## src/rtl/stk_pkg.sv

```systemverilog
package stk_pkg;
   typedef enum logic [1:0] {
      REQ_IDLE = 2'b00,
      REQ_PUSH = 2'b01,
      REQ_POP  = 2'b10,
      REQ_BAD  = 2'b11
   } stk_req_e;

   function automatic stk_req_e classify(input logic psh, input logic pop,
                                         input logic is_full, input logic is_empty);
      if (psh && pop)            return REQ_BAD;
      else if (psh && is_full)   return REQ_BAD;
      else if (pop && is_empty)  return REQ_BAD;
      else if (psh)              return REQ_PUSH;
      else if (pop)              return REQ_POP;
      else                       return REQ_IDLE;
   endfunction
endpackage

```

## src/rtl/stk_guard.sv

```systemverilog
module stk_guard
   import stk_pkg::*;
(
   input  logic clk,
   input  logic rst_n,
   input  logic push_req,
   input  logic pop_req,
   input  logic full,
   input  logic empty,
   output logic do_push,
   output logic do_pop,
   output logic err
);
   stk_req_e kind;

   always_comb begin
      kind    = classify(push_req, pop_req, full, empty);
      do_push = (kind == REQ_PUSH);
      do_pop  = (kind == REQ_POP);
   end

   always_ff @(posedge clk or negedge rst_n) begin
      if (!rst_n) err <= 1'b0;
      else        err <= (kind == REQ_BAD);
   end
endmodule

```

## src/rtl/stk_ptr.sv

```systemverilog
module stk_ptr #(
   parameter int PTR_W = 6
) (
   input  logic             clk,
   input  logic             rst_n,
   input  logic             do_push,
   input  logic             do_pop,
   output logic [PTR_W-1:0] sp,
   output logic [PTR_W-1:0] sp_inc,
   output logic             full,
   output logic             empty
);
   logic [PTR_W-1:0] sp_dec;

   always_comb begin
      sp_inc = sp + 1'b1;
      sp_dec = sp - 1'b1;
   end

   always_ff @(posedge clk or negedge rst_n) begin
      if (!rst_n) begin
         sp    <= '0;
         full  <= 1'b0;
         empty <= 1'b1;
      end else if (do_push) begin
         sp    <= sp_inc;
         full  <= (sp_inc == '0);
         empty <= 1'b0;
      end else if (do_pop) begin
         sp    <= sp_dec;
         empty <= (sp_dec == '0);
         full  <= 1'b0;
      end
   end
endmodule

```

## src/rtl/stk_store.sv

```systemverilog
module stk_store #(
   parameter int DATA_W = 8,
   parameter int PTR_W  = 6
) (
   input  logic              clk,
   input  logic              rst_n,
   input  logic              wr_en,
   input  logic [PTR_W-1:0]  wr_addr,
   input  logic [DATA_W-1:0] wr_data,
   input  logic              rd_en,
   input  logic [PTR_W-1:0]  rd_addr,
   output logic [DATA_W-1:0] rd_data,
   output logic              rd_valid
);
   localparam int DEPTH = 1 << PTR_W;

   logic [DEPTH-1:0][DATA_W-1:0] slot_q;

   for (genvar g = 0; g < DEPTH; g++) begin : g_slot
      logic [DATA_W-1:0] q;
      always_ff @(posedge clk) begin
         if (wr_en && (wr_addr == PTR_W'(g))) q <= wr_data;
      end
      assign slot_q[g] = q;
   end

   always_ff @(posedge clk or negedge rst_n) begin
      if (!rst_n) begin
         rd_data  <= '0;
         rd_valid <= 1'b0;
      end else begin
         rd_valid <= rd_en;
         if (rd_en) rd_data <= slot_q[rd_addr];
      end
   end
endmodule

```

## src/rtl/lifo_regstack.sv

```systemverilog
module lifo_regstack #(
   parameter int DATA_W = 8,
   parameter int PTR_W  = 6
) (
   input  logic              clk,
   input  logic              rst_n,
   input  logic              push_req,
   input  logic              pop_req,
   input  logic [DATA_W-1:0] push_data,
   output logic [DATA_W-1:0] pop_data,
   output logic              pop_valid,
   output logic [PTR_W-1:0]  stk_ptr,
   output logic              full,
   output logic              empty,
   output logic              err
);
   if (PTR_W < 2 || PTR_W > 10) begin : g_bad_ptr
      $error("lifo_regstack: PTR_W must lie in 2..10");
   end
   if (DATA_W < 1) begin : g_bad_data
      $error("lifo_regstack: DATA_W must be positive");
   end

   logic             do_push;
   logic             do_pop;
   logic [PTR_W-1:0] sp_inc;

   stk_guard u_guard (
      .clk      (clk),
      .rst_n    (rst_n),
      .push_req (push_req),
      .pop_req  (pop_req),
      .full     (full),
      .empty    (empty),
      .do_push  (do_push),
      .do_pop   (do_pop),
      .err      (err)
   );

   stk_ptr #(.PTR_W(PTR_W)) u_ptr (
      .clk     (clk),
      .rst_n   (rst_n),
      .do_push (do_push),
      .do_pop  (do_pop),
      .sp      (stk_ptr),
      .sp_inc  (sp_inc),
      .full    (full),
      .empty   (empty)
   );

   stk_store #(.DATA_W(DATA_W), .PTR_W(PTR_W)) u_store (
      .clk      (clk),
      .rst_n    (rst_n),
      .wr_en    (do_push),
      .wr_addr  (sp_inc),
      .wr_data  (push_data),
      .rd_en    (do_pop),
      .rd_addr  (stk_ptr),
      .rd_data  (pop_data),
      .rd_valid (pop_valid)
   );
endmodule

```

## config.mk

```make
export PLATFORM = sky130hd
export DESIGN_NAME = lifo_regstack
export DESIGN_NICKNAME = d
export VERILOG_FILES = /design/src/rtl/stk_pkg.sv /design/src/rtl/stk_guard.sv /design/src/rtl/stk_ptr.sv /design/src/rtl/stk_store.sv /design/src/rtl/lifo_regstack.sv
export SDC_FILE = /design/constraint.sdc
export NUM_CORES = 1
export LEC_CHECK = 0
export BUFFER_PORTS_ARGS = -buffer_cell sky130_fd_sc_hd__buf_2
export CORE_MARGIN = 2
export CORE_UTILIZATION = 41
export CTS_CLUSTER_DIAMETER = 50
export DETAILED_ROUTE_END_ITERATION = 10
export PLACE_DENSITY = 0.54
export SLEW_MARGIN = 40
export SYNTH_ARGS = -nofsm -noshare
export SYNTH_HDL_FRONTEND = slang
export SYNTH_HIERARCHICAL = 1
export SYNTH_SLANG_ARGS = --single-unit
```

## constraint.sdc

```tcl
create_clock -name clk -period 7 [get_ports clk]
set_clock_uncertainty 0.2 [all_clocks]
set_input_delay 0.7 -clock clk [delete_from_list [all_inputs] [get_ports clk]]
set_output_delay 0.7 -clock clk [all_outputs]
set_load 0.1 [all_outputs]
```

==> metrics, run 1 <==
switching power 0.00310 W; Die Y 229 um; post-synth cell types 43; Die Wd 229 um; Final Cycle Share roughly 60%; Final Setup Violations 0; Max IR drop VDD 0.230 mV; vias per cell 5.60; static leakage 7.40 nW; status complete, no violations; share of layout cells above drive strength 1 29.0%; post-route ant nets 0; final WL between 40 and 50 mm; yosys synthesis warning count 6; nets around 1100; Initial Util 41.5%; clock buffer count from CTS 59; row count 82; filler cell count around 4100; synthesis-stage register bit count between 500 and 600; clock power share 31.4%; # DRC 0; post-layout min period 4.14 ns; root buffer cell clkbuf_16; Least-Margin Pin Slew 0.845 ns; CTS tree done; crit path DAT 4.39 ns; Switching Share 32.6%; startpoint types register; Post-Syn Area 20800 um^2; worst hold path class input port to register; Final Hold Fails 0; core area approximately 50000 um^2; die area 52700 um^2; Max transition margin 43.5%; syn nets slightly above 1000; Top FF cell, synth edfxtp_1; commonest non-fill, non-tap cell in the layout edfxtp_1; clk_lat worst skew 0.61 ns; post-detail-place hpwl between 20 and 30 mm; total gr overflow 0; required time of the critical path 7.25 ns; setup bufs post-CTS 0; CTS H-Tree Depth 2; clock sinks 530; CTS max path bufs 3; drt wl/cell about 27 um; number of synthesized flops with an enable pin approximately 500; Detailed Routing Iterations Pass 1 6; # IOs 30; DR vias 9916; total power 0.00953 W; Comb pwr share 28.2%; Final GP Congestion between 0.7 and 0.8; crit path kind register to register; register area 15800 um^2; Detailed Route Iter0 Violations 1007; pwr dens 402 nW/um^2; register area share after synthesis 75.9%; Syn Inst Count 999; part of the power in registers 40.5%; initial antenna violation count 0; PortBufs 29; CP Max Fanout 62; setup TNS 0 ns; Layout area overhead 13.7%; vias in the first global route 10300; first-pass GRT wire length around 72 mm; Global Route Usage Sum between 10% and 20%; Mean Syn Cell Area 20.9 um^2; RSZ-0062 raised after global routing no; footprint of the multi-input gates 4760 um^2; highest-count cells in the layout ignoring fill and taps edfxtp_1, mux4_2, clkbuf_16; asr flop ratio synth 3.40%; largest net degree at the start of global routing 65; max cap viols 0; Worst Setup End Kind register; Int Power 0.00642 W; FMAX between 200 and 250 MHz; final number of max-transition violations 0; clk slew on worst S/H paths 0.06 ns; ant diodes 0
-- stage by stage --
stage / hold WS (ns) / instance area [um^2] / utilization [%] / std cells / worst slack [ns]
final: 0.176 / 23700 / 47.2 / 1771 / 2.86
after global routing: 0.166 / 23700 / 47.2 / 1771 / 2.62
after CTS: 0.144 / 23600 / 47.0 / 1768 / 2.63
after detailed placement: 0.321 / 21700 / 43.3 / 1660 / 2.63
after global placement: 0.310 / 21700 / 43.2 / 1658 / 2.56
after floorplan: 0.204 / 20800 / - / 999 / 3.47
-- Yosys cell counts (all sizes together) (8+ instances only) --
cell type / count / share of area [%]
dfrtp: 17 / 2.0
edfxtp: 512 / 74
a221oi: 8 / 0.37
o22ai: 8 / 0.24
nand2: 20 / 0.36
nor2: 79 / 1.4
mux2: 33 / 1.8
mux4: 120 / 13
o221ai: 16 / 0.67
inv: 10 / 0.18
clkbuf: 22 / 0.41
a22oi: 16 / 0.58
buf: 33 / 0.96
nand3: 18 / 0.46
mux2i: 40 / 1.9
-- worst max-delay path: stages (launching register included) --
cell	delay, ns
dfrtp_4	0.92
buf_6	0.65
buf_4	0.72
mux4_2	0.44
mux2_2	0.31
a221oi_1	0.45
o221ai_1	0.18
-- layout make-up --
cell class / count / share of cell area (%)
Tap cell: 672 / 3.55
Sequential cell: 530 / 66.8
Clock inverter: 34 / 1.43
Inverter: 10 / 0.158
Multi-Input combinational cell: 404 / 20.1
Timing Repair Buffer: 48 / 1.47
Clock buffer: 73 / 6.45
-- worst paths after layout --
check / from / end / slack [ns] / cells after the start
setup reg to reg: u_ptr/sp[2] / u_store/rd_data[3] / 2.86 / 6
min in group asynchronous: rst_n / u_guard/err / 0.40 / 2
hold / removal: push_req / u_guard/err / 0.18 / 3
hold reg to reg: u_ptr/empty / u_ptr/empty / 0.33 / 2
max in group asynchronous: rst_n / u_ptr/sp[0] / 5.77 / 2
setup / recovery: u_ptr/sp[2] / u_store/rd_data[3] / 2.86 / 6
-- kinds of logic after synthesis --
family	Yosys count	synth area share, %
DFF	530	75.9
adders and majority gates	4	0.240
xor gates and xnor gates	11	0.462
and+or+nand+nor	140	3.05
muxes	193	16.7
buffers and inverters	65	1.55
AOI/OAI and AO/OA	56	2.09
-- flip-flops by register name, indices dropped and copies added, names as in the netlist --
signal / flops
u_ptr/full: 1
u_store/rd_data: 8
u_store/rd_valid: 1
u_store/g_slot.q: 512
u_ptr/sp: 6
u_guard/err: 1
u_ptr/empty: 1
-- repair_timing --
item / CTS / global route
hold endpoints to repair: 17 / 0
hold buffers: 1 / 0
resized for setup: 0 / 0
setup endpoints to repair: 0 / 0
-- power by group through the flow --
stage / sequential (W) / combinational [W] / clock (W)
after global placement: 0.00393 / 0.00267 / 0
after detailed placement: 0.00393 / 0.00267 / 0
after global routing: 0.00389 / 0.00282 / 0.00317
after CTS: 0.00387 / 0.00268 / 0.00305
after floorplan: 0.00402 / 0.00176 / 0
final: 0.00386 / 0.00268 / 0.00299
-- layer usage --
metal  up-vias  GRT usage, %  routed length (um)
li1       4233             -                   -
met1      5313          27.2               21900
met2       295          28.6               22400
met3        75          3.35                2660
met4         0          6.53                1430
met5         -             0                   0
Note: power is estimated with default switching activity, not from simulation.
==> run 2: changes to the inputs <==
==> constraint.sdc (replaced) <==
create_clock -name clk -period 4.3 [get_ports clk]
set_clock_uncertainty 0.2 [all_clocks]
set_input_delay 0.43 -clock clk [delete_from_list [all_inputs] [get_ports clk]]
set_output_delay 0.43 -clock clk [all_outputs]
set_load 0.1 [all_outputs]
==> metrics, run 2 (synthesis results as in run 1) <==
filler cell count 4082; FMAX roughly 300 MHz; initial antenna violation count 0; footprint of the multi-input gates 4720 um^2; required time of the critical path about 4.3 ns; post-detail-place hpwl between 20 and 30 mm; startpoint types register; first-pass GRT wire length 69.4 mm; Max IR drop VDD just over 0.4 mV; pwr dens 631 nW/um^2; max FFs per register 512; ant diodes 0; Worst Setup End Kind register; Least-Margin Pin Slew 0.860 ns; Final Cycle Share between 70% and 80%; nets 1117; worst hold path class input port to async pin; post-layout min period 3.29 ns; worst setup margin 1.01 ns; static leakage 7.61 nW; Finished Layout Cells approximately 1800; critical path's top delay family simple AND/OR/NAND/NOR gates; biggest regs u_store/g_slot.q (512), u_store/rd_data (8), u_ptr/sp (6); CTS tree done; Final Setup Violations 0; drt wl/cell around 26 um; worst path cell trace ha_1 > nand3_1 > xnor2_1 > or3b_2 > nor2_1; Comb pwr share 30.0%; die area 52700 um^2; # DRC 0; pre-CTS setup slack 0.969 ns; Global Route Usage Sum 18.0%; Hold WS 0.137 ns; clk slew on worst S/H paths around 0.060 ns; dpl cells 1711; # IOs 30; Final GP Congestion 0.766; Switching Share 32.4%; root buffer cell clkbuf_16; CTS max path bufs 3; vias per cell ~5.5; slowest stage delay, CP 0.74 ns; vias in the first global route 10400; row count 82; dpl cell area 22100 um^2; crit path DAT 3.32 ns; max cap viols 0; switching power 0.00487 W; clk_lat worst skew 0.60 ns; part of the power in registers 40.3%; core area 50200 um^2; slowest CP cell nor2_1; final number of max-transition violations 0; total gr overflow 0; Int Power 0.0102 W; Max transition margin 42.4%; Die Y 229 um; Layout area overhead 14.4%; largest net degree at the start of global routing between 60 and 70; Worst Path Buf+Inv 0; clock power share 29.8%; Most flops, register u_store/g_slot.q; register area 15800 um^2; status complete, no violations; highest-count cells in the layout ignoring fill and taps edfxtp_1, mux4_2, nor2_1; CP Max Fanout 16; Die Wd 229 um; Final Hold Fails 0; commonest non-fill, non-tap cell in the layout edfxtp_1; Detailed Route Iter0 Violations 906; PortBufs 29; share of layout cells above drive strength 1 30.7%; Design Area, Final 23800 um^2; CTS H-Tree Depth 2; Detailed Routing Iterations Pass 1 7; DR vias 9964; crit path kind register to register; post-route ant nets 0; Initial Util 41.5%; RSZ-0062 raised after global routing no; clock sinks 530; clock buffer count from CTS 56; final WL 46.5 mm; setup TNS 0 ns
## run 2: cell count changes in the layout (fill, tap and decap cells not counted), sizes merged
| cell | previous run | this run |
|---|---|---|
| buf | 47 | 96 |
| clkinv | 20 | 30 |
| bufinv | 6 | 1 |
| clkbuf | 73 | 69 |
| clkinvlp | 5 | 1 |
| dlygate4sd3 | 1 | 3 |
| inv | 13 | 11 |
## run 2: path summary, 6_finish.rpt
| path | from | slack (ns) | end | cells after the start |
|---|---|---|---|---|
| min | rst_n | 0.14 | u_store/rd_valid | 2 |
| max reg2reg | u_ptr/sp[1] | 1.01 | u_store/g_slot[14].q[1] | 5 |
| max in group asynchronous | rst_n | 3.37 | u_ptr/sp[0] | 2 |
| min in group clk | pop_req | 0.16 | u_store/rd_valid | 3 |
| min reg2reg | u_ptr/empty | 0.31 | u_ptr/empty | 2 |
| max | u_ptr/sp[1] | 1.01 | u_store/g_slot[14].q[1] | 5 |
## run 2: worst reg2reg max path, stage by stage (launching register included)
cell and delay [ns]:
dfrtp_1 0.60, ha_1 0.30, nand3_1 0.11, xnor2_1 0.24, or3b_2 0.72, nor2_1 0.75
## run 2: final cells by class
cell class              instances  area share, %
well taps                     672           3.53
clock inverters                33          0.808
inverters                      10          0.157
clock buffers                  69           6.34
multi-input cells             404           19.8
flip-flops and latches        530           66.4
repair buffers                 99           2.98
## run 2: per-layer routing
metal / up-vias / global-route usage (%) / part of all wire [%]
met3: 69 / 2.89 / 5.1
met4: 0 / 6.33 / 2.7
met1: 5296 / 25.7 / 45
met5: - / 0 / 0
met2: 272 / 28.1 / 47
li1: 4327 / - / -
## run 2: power by group through the flow
| stage | sequential, W | clock (W) | combinational (W) |
|---|---|---|---|
| after floorplan | 0.00654 | 0 | 0.00287 |
| final | 0.00606 | 0.00448 | 0.00451 |
| after CTS | 0.00606 | 0.00457 | 0.00457 |
| after global placement | 0.00616 | 0 | 0.00457 |
| after global routing | 0.00608 | 0.00478 | 0.00477 |
| after detailed placement | 0.00617 | 0 | 0.00456 |
## run 2: through the flow
stage	utilization [%]	power, W
after floorplan	-	0.00941
after global placement	44.0	0.0107
after detailed placement	44.0	0.0107
after CTS	47.5	0.0152
after global routing	47.5	0.0156
final	47.5	0.0150
## run 2: timing repair
item | in CTS | in global routing
hold buffers | 3 | 0
buffers inserted | 0 | 0
resized for setup | 0 | 0
hold endpoints to repair | 19 | 0
setup endpoints to repair | 0 | 0
